**config.mk**
```make
export PLATFORM = sky130hd
export DESIGN_NAME = atom_resv_tracker
export DESIGN_NICKNAME = d
export VERILOG_FILES = /design/src/rtl/atom_resv_pkg.sv /design/src/rtl/atom_resv_slot.sv /design/src/rtl/atom_resv_err.sv /design/src/rtl/atom_resv_tracker.sv
export SDC_FILE = /design/constraint.sdc
export NUM_CORES = 1
export LEC_CHECK = 0
export ABC_CLOCK_PERIOD_IN_PS = 2200
export BUFFER_PORTS_ARGS = -buffer_cell sky130_fd_sc_hd__buf_2
export CORE_MARGIN = 3
export CORE_UTILIZATION = 35
export DETAILED_ROUTE_END_ITERATION = 6
export GPL_TIMING_DRIVEN = 0
export SYNTH_ARGS = -nofsm -noshare
export SYNTH_HDL_FRONTEND = slang
export SYNTH_SLANG_ARGS = --single-unit
```
**constraint.sdc**
```tcl
create_clock -name clk -period 2.2 [get_ports clk]
set_clock_uncertainty 0.1 [all_clocks]
set_input_delay 0.11 -clock clk [delete_from_list [all_inputs] [get_ports clk]]
set_output_delay 0.11 -clock clk [all_outputs]
set_load 0.02 [all_outputs]
```
**src/rtl/atom_resv_pkg.sv**
```systemverilog
package atom_resv_pkg;

    typedef enum logic [1:0] {
        ACT_HOLD    = 2'd0,
        ACT_CREATE  = 2'd1,
        ACT_RELEASE = 2'd2,
        ACT_EXPIRE  = 2'd3
    } slot_act_e;

    // Priority: owner write release beats expiry; creation only on a free bank.
    function automatic slot_act_e slot_action(
        input logic held,
        input logic owner_match,
        input logic hit,
        input logic is_write,
        input logic is_atomic,
        input logic at_limit
    );
        if (hit && held && owner_match && is_write)
            return ACT_RELEASE;
        else if (held && at_limit)
            return ACT_EXPIRE;
        else if (hit && !held && !is_write && is_atomic)
            return ACT_CREATE;
        else
            return ACT_HOLD;
    endfunction

endpackage

```
**src/rtl/atom_resv_slot.sv**
```systemverilog
module atom_resv_slot
    import atom_resv_pkg::*;
#(
    parameter int MASTER_W = 2,
    parameter int TIMEOUT  = 256
) (
    input  logic                clk,
    input  logic                rst,
    input  logic                hit,
    input  logic [MASTER_W-1:0] req_master,
    input  logic                req_write,
    input  logic                req_atomic,
    output logic                held,
    output logic [MASTER_W-1:0] owner,
    output logic                expire
);
    localparam int CNT_W = (TIMEOUT > 2) ? $clog2(TIMEOUT) : 1;
    localparam logic [CNT_W-1:0] LAST_CNT = CNT_W'(TIMEOUT - 1);

    logic [CNT_W-1:0] age;
    slot_act_e        act;

    always_comb begin
        act = slot_action(held, owner == req_master, hit, req_write,
                          req_atomic, age == LAST_CNT);
    end

    assign expire = (act == ACT_EXPIRE);

    always_ff @(posedge clk) begin
        if (rst) begin
            held  <= 1'b0;
            owner <= '0;
            age   <= '0;
        end else begin
            case (act)
                ACT_CREATE: begin
                    held  <= 1'b1;
                    owner <= req_master;
                    age   <= '0;
                end
                ACT_RELEASE, ACT_EXPIRE: begin
                    held <= 1'b0;
                    age  <= '0;
                end
                default: begin
                    if (held) age <= age + 1'b1;
                end
            endcase
        end
    end
endmodule

```
**src/rtl/atom_resv_err.sv**
```systemverilog
module atom_resv_err #(
    parameter int N_BANKS = 8,
    parameter int BANK_W  = 3
) (
    input  logic               clk,
    input  logic               rst,
    input  logic [N_BANKS-1:0] expire_vec,
    input  logic               err_en,
    output logic               err_pulse,
    output logic               err_sticky,
    output logic [BANK_W-1:0]  err_bank
);
    logic [BANK_W-1:0] first_idx;
    logic              report;

    always_comb begin
        first_idx = '0;
        for (int i = N_BANKS - 1; i >= 0; i--) begin
            if (expire_vec[i]) first_idx = BANK_W'(i);
        end
    end

    assign report = err_en && (|expire_vec);

    always_ff @(posedge clk) begin
        if (rst) begin
            err_pulse  <= 1'b0;
            err_sticky <= 1'b0;
            err_bank   <= '0;
        end else begin
            err_pulse <= report;
            if (report) begin
                err_sticky <= 1'b1;
                err_bank   <= first_idx;
            end
        end
    end
endmodule

```
**src/rtl/atom_resv_tracker.sv**
```systemverilog
module atom_resv_tracker
    import atom_resv_pkg::*;
#(
    parameter int N_MASTERS = 4,
    parameter int N_BANKS   = 8,
    parameter int TIMEOUT   = 256,
    parameter int MASTER_W  = (N_MASTERS > 1) ? $clog2(N_MASTERS) : 1,
    parameter int BANK_W    = (N_BANKS > 1) ? $clog2(N_BANKS) : 1
) (
    input  logic                clk,
    input  logic                rst,
    input  logic                req_valid,
    input  logic [MASTER_W-1:0] req_master,
    input  logic [BANK_W-1:0]   req_bank,
    input  logic                req_write,
    input  logic                req_atomic,
    input  logic                err_en,
    output logic                grant_ok,
    output logic                err_pulse,
    output logic                err_sticky,
    output logic [BANK_W-1:0]   err_bank
);
    logic [N_BANKS-1:0]          bank_valid;
    logic [N_BANKS-1:0]          bank_expire;
    logic [MASTER_W-1:0]         owner_arr [N_BANKS];
    logic [N_BANKS*MASTER_W-1:0] owner_flat;

    for (genvar b = 0; b < N_BANKS; b++) begin : g_slot
        atom_resv_slot #(
            .MASTER_W (MASTER_W),
            .TIMEOUT  (TIMEOUT)
        ) u_slot (
            .clk        (clk),
            .rst        (rst),
            .hit        (req_valid && (req_bank == BANK_W'(b))),
            .req_master (req_master),
            .req_write  (req_write),
            .req_atomic (req_atomic),
            .held       (bank_valid[b]),
            .owner      (owner_arr[b]),
            .expire     (bank_expire[b])
        );
        assign owner_flat[b*MASTER_W +: MASTER_W] = owner_arr[b];
    end

    assign grant_ok = req_valid &&
                      !(bank_valid[req_bank] && (owner_arr[req_bank] != req_master));

    atom_resv_err #(
        .N_BANKS (N_BANKS),
        .BANK_W  (BANK_W)
    ) u_err (
        .clk        (clk),
        .rst        (rst),
        .expire_vec (bank_expire),
        .err_en     (err_en),
        .err_pulse  (err_pulse),
        .err_sticky (err_sticky),
        .err_bank   (err_bank)
    );
endmodule

```
# Word-level counts from Yosys, hierarchy flattened
# Cells that the tools add are included.
[totals]
register_bits = 93
wordCells = 234
input_bits = 11
out_inout_bits = 6
[op_classes]
magnitude_cmp = 2
n_eq_ne = 48
addsub = 8
muxes = 45
n_reduce_logical = 103
bitwise_logic = 1
[op_table]
columns = ["cell", "count"]
rows = [
  ["$logic_and 1x1->1", 67],
  ["$add 8x1->8 const B", 8],
  ["$eq 8x8->1 const B", 8],
  ["$mux 2", 18],
  ["$eq 2x2->1 const B", 16],
  ["$reduce_or 4->1", 8],
  ["$mux 3", 8],
  ["$eq 2x1->1 const B", 8],
  ["$eq 2x2->1", 8],
  ["$pmux 1 s2", 8],
  ["$reduce_bool 2->1", 8],
  ["$reduce_or 2->1", 8],
  ["$eq 3x3->1 const B", 4],
  ["$logic_not 1->1", 10],
  ["$mux 1", 9],
  ["$reduce_or 8->1", 1],
  ["$bmux 2 s3", 1],
  ["$eq 3x2->1 const B", 2],
  ["$ge 4x4->1 const B", 1],
  ["$lt 3x4->1 const B", 1],
  ["$not 3->4", 1],
  ["$bmux 1 s3", 1],
  ["$eq 3x1->1 const B", 1],
  ["$logic_not 3->1", 1],
  ["$ne 2x2->1", 1],
]

# Logic depth before layout (Yosys ltp)
[logic_depth]
ltp_word = 17
depth_mapped = 8
ltp_nobuf = 7

# Modules after synthesis
# A second synthesis with hierarchy kept.
[unflattened]
cells_unflattened = 544
area_unflattened_um2 = 5133.7
[by_module_without_submodules]
columns = ["module", "instances", "area_each_um2", "seq_area_each_um2", "cells_per_inst"]
rows = [
  ["atom_resv_slot", 8, 576.8, 220.2, 61],
  ["atom_resv_tracker", 1, 285.3, 0.0, 29],
  ["atom_resv_err", 1, 234.0, 100.1, 27],
]

# Worst setup path before layout
# Ideal clock, no wire load.
[synth_timing]
path_type = "register -> register"
startpoint = "register g_slot[0].u_slot.held"
endpoint = "register u_err.err_bank[0]"
path_stages_with_launch = 8
setup_ns = 0.060
path_buffers = 1
t_required_ns = 2.040
slack_ns = 0.183
t_arrival_ns = 1.857
synth_period_minus_slack_ns = 2.017
path_cell_list = "dfxtp_1 buf_4 or3b_1 or4_1 nand2_1 nand2_1 o31ai_4 a32o_1"
[synth_via]
elab_chain_len = 10
word_cells_on_any_way = 15
classes_between = "1 x eq/ne; 4 x mux; 10 x reduce/logical"
[synth_lines]
columns = ["item", "line_no", "text"]
rows = [
  ["from (decl)", "atom_resv_slot.sv:13", "output logic held,"],
  ["from (signal assigned)", "atom_resv_slot.sv:32", "held <= 1'b0;"],
  ["from (signal assigned)", "atom_resv_slot.sv:38", "held <= 1'b1;"],
  ["from (signal assigned)", "atom_resv_slot.sv:43", "held <= 1'b0;"],
  ["$logic_not 1->1", "atom_resv_pkg.sv:23", "else if (hit && !held && !is_write && is_atomic)"],
  ["$logic_and 1x1->1 (3 in a row)", "atom_resv_pkg.sv:23", ""],
  ["$mux 1", "atom_resv_pkg.sv:23", ""],
  ["$mux 2", "atom_resv_pkg.sv:21", "else if (held && at_limit)"],
  ["$mux 2 (*)", "atom_resv_pkg.sv:19", "if (hit && held && owner_match && is_write)"],
  ["$eq 2x2->1 (*)", "atom_resv_slot.sv:28", "assign expire = (act == ACT_EXPIRE);"],
  ["$reduce_or 8->1", "atom_resv_err.sv:23", "assign report = err_en && (|expire_vec);"],
  ["$logic_and 1x1->1", "atom_resv_err.sv:23", ""],
  ["to (signal assigned)", "atom_resv_err.sv:34", "err_bank <= first_idx;"],
  ["to (decl)", "atom_resv_err.sv:11", "output logic [BANK_W-1:0] err_bank"],
]
# Every way passes the cells marked *; elsewhere a longest branch is shown, timed or not.
# A chain may end at the register's enable or synchronous reset.

# Worst setup path in the final report
# Ends and elaborated chain as after synthesis.

==> impl_metrics.env <==
export IMPL_status="completed"
export IMPL_crit_cells=7
export IMPL_syn_nets=520
export IMPL_final_setup_worst_slack_ps=80.3
export IMPL_end_kind="register"
export IMPL_cp_data_arrival_time_ps=2310
export IMPL_slew_headroom=0.461
export IMPL_die_w_um=120
export IMPL_synth_async_reset_ratio=0
export IMPL_clkLatencyLatePin_ps=350
export IMPL_fmax_mhz=472
export IMPL_yosysWarnings=0
export IMPL_crit_path_max_fanout=10
export IMPL_drt_vias_per_instance=5.00
export IMPL_tightestPinTransition_ps=801
export IMPL_ctsRootBufferMaster="clkbuf_16"
export IMPL_wl_per_cell_um=13.6
export IMPL_synth_cells=501
export IMPL_worstReg2RegStart="g_slot[0].u_slot.held"
export IMPL_slowest_stage="or4_4"
export IMPL_crit_path_start_kind="register"
export IMPL_cts_buffer_depth=2
export IMPL_core_area_um2=12300
export IMPL_clock_sinks=93
export IMPL_antenna_cells=0
export IMPL_die_area_um2=14300
export IMPL_final_util=0.413
export IMPL_r2r_setup_slack_ps=80
export IMPL_gr_total_overflow=0
export IMPL_required_ps=2390
export IMPL_rsz0062_at_grt="true"
export IMPL_synth_enable_flop_cells=0
export IMPL_finalWeightedCongestion=0.835
export IMPL_pre_cts_ws_ps=-16.6
export IMPL_slew_violations=0
export IMPL_irDropWorstVdd_mv=0.392
export IMPL_placed_area_um2=4780
export IMPL_nNetsFinal=538
export IMPL_syn_to_final_growth_pct=12.4
export IMPL_initial_core_util=0.367
export IMPL_met2_length_um=4380
export IMPL_seq_area_frac_synth=0.412
export IMPL_path_cells="buf_6, or3b_1, or4_4, nand2_2, nand2_1, o31ai_4, a32o_1"
export IMPL_antenna_found_initial=0
export IMPL_die_h_um=120
export IMPL_path_clk_slew_ps=60
export IMPL_synth_ff_type="dfxtp_1"
export IMPL_cts_buffers=9
export IMPL_max_cap_violations=0
export IMPL_ios=17
export IMPL_min_period_ps=2120
export IMPL_synth_area_um2=4520
export IMPL_first_pass_iters=4
export IMPL_wl_um=9430
export IMPL_criticalPathCategory="register to register"
export IMPL_critPathMaxStageDelay_ps=490
export IMPL_r2r_cells=7
export IMPL_whs_ps=213
export IMPL_top_layer="met4"
export IMPL_leakage_nw=1.91
export IMPL_row_count=40
export IMPL_htreeDepth=3
export IMPL_period_share=0.963
export IMPL_synthTopCellsByArea="dfxtp_1, xor2_1, nor2_1"
export IMPL_cts_tree="yes"
export IMPL_worst_path_buf_inv=1
export IMPL_setup_viol=0
export IMPL_critPathTopFamily="simple AND/OR/NAND/NOR gates"
export IMPL_drt_initial_drc_count=212
export IMPL_synth_avg_cell_area_um2=9.02
export IMPL_min_from="req_bank[0]"
export IMPL_finalHoldViolCount=0
export IMPL_vias=3460
export IMPL_grt_usage=0.141
export IMPL_synth_cell_types=43
export IMPL_grt_max_degree=15
export IMPL_drive_gt1_frac=0.105
export IMPL_grt_pass1_wl_um=16300
export IMPL_r2r_end="u_err.err_bank[0]"
export IMPL_wl_met3_um=491
export IMPL_place_hpwl_um=6960
export IMPL_ys_ff_latch=93
export IMPL_design_area_um2=5080
export IMPL_m1WireLength_um=4390
export IMPL_postRouteAntennaNets=0
export IMPL_min_to="g_slot[5].u_slot.held"
export IMPL_post_cts_buffers=0
export IMPL_hold_path_depth=4
export IMPL_grt_pass1_vias=3376
export IMPL_io_buffers=10
export IMPL_drc=0
export IMPL_yosysTopAreaCellShare=0.412
export IMPL_yosys_area_top_type="dfxtp_1"
export IMPL_powerDensity_nw_per_um2=648
export IMPL_hp_class="input port to register"
-- kinds of logic (layout without fill, tap and decap cells) --
kind of cell    Yosys count  in the layout  share of synthesized area
xor+xnor                 74             74                      0.143
compound gates           24             24                     0.0438
flops                    93             93                      0.412
simple gates            233            233                      0.250
buf+inv                  36             59                     0.0385
fa+ha+maj                 8              8                     0.0222
mux                      33             33                     0.0898
-- state kept, by name, indices dropped and copies added (netlist names) --
name / cells
g_slot.u_slot.owner: 16
g_slot.u_slot.held: 8
u_err.err_bank: 3
u_err.err_sticky: 1
g_slot.u_slot.age: 64
u_err.err_pulse: 1
-- cell usage in the layout (no fill, tap or decap), types with 3 or more instances in the layout --
cell type	instances
buf_2	14
nand3_1	17
nand4_1	28
nand2b_1	8
o21ai_0	3
xnor2_1	20
nand3b_1	4
nor4_1	4
mux2i_1	27
nor3_1	11
or4_4	3
buf_6	5
ha_1	8
nand2_1	35
mux4_2	6
o21a_1	5
xor2_1	54
inv_1	8
nor2_1	101
clkbuf_16	9
clkinv_2	3
or4_1	4
a21oi_1	4
dfxtp_1	91
clkbuf_1	12
or3_1	3
-- final cells by class --
type	count	area (um^2)
inverters	8	30.0
fillers	1224	7230
plain buffers	24	143
repair buffers	11	62.6
clock inverters	4	22.5
clock buffers	12	256
multi-input cells	372	2490
well taps	168	210
flip-flops and latches	93	1860
-- Yosys cell counts, drive strengths merged, types with 3 or more instances --
cell / n
mux2i: 27
mux4: 6
nand3b: 5
nand2b: 8
xor2: 54
nand2: 37
or3: 3
buf: 12
dfxtp: 93
xnor2: 20
o21a: 5
or4: 7
nand4: 28
nor3: 11
clkbuf: 16
inv: 8
nor2: 101
a21oi: 4
ha: 8
nor4: 4
o21ai: 3
nand3: 18
-- worst min-delay path: stages --
cell and delay (ps):
buf_6 120, nand2b_1 100, nor3_1 110, o21a_1 180
-- worst max path at each step --
stage                           from                 endpoint  slack [ps]
2_1_floorplan  g_slot[0].u_slot.held        u_err.err_bank[0]         180
3_3_place_gp   g_slot[7].u_slot.held        u_err.err_bank[0]          30
3_5_place_dp   g_slot[7].u_slot.held        u_err.err_bank[0]         -20
4_1_cts        g_slot[4].u_slot.held  g_slot[4].u_slot.age[2]          30
5_1_grt        g_slot[4].u_slot.held        u_err.err_bank[0]         -20
6_report       g_slot[0].u_slot.held        u_err.err_bank[0]          80
-- stage by stage --
step                      instances  setup TNS [ps]  power (mW)
after CTS                       694               0        3.34
final                           692               0        3.29
after floorplan                 501               0        1.84
after detailed placement        679           -28.7        1.88
after global placement          679               0        1.88
after global routing            692           -26.7        3.42
-- routing by layer --
| layer | up-vias | track usage |
|---|---|---|
| li1 | 1749 | - |
| met1 | 1633 | 0.179 |
| met2 | 64 | 0.223 |
| met3 | 14 | 0.0462 |
| met4 | 0 | 0.0523 |
| met5 | - | 0 |
-- where the power goes --
part	internal (mW)	switching (mW)	total (mW)
clock	0.821	0.621	1.44
sequential	1.69	0.00804	1.70
combinational	0.0551	0.0957	0.151
total	2.57	0.725	3.29
-- timing repair --
item	CTS	global route
endpoints found under the hold margin	4	0
pin swaps	0	3
gates resized for setup	1	11
setup endpoints to repair	3	30
hold buffers	1	0
No activity file was read; power rests on OpenSTA's default activity.
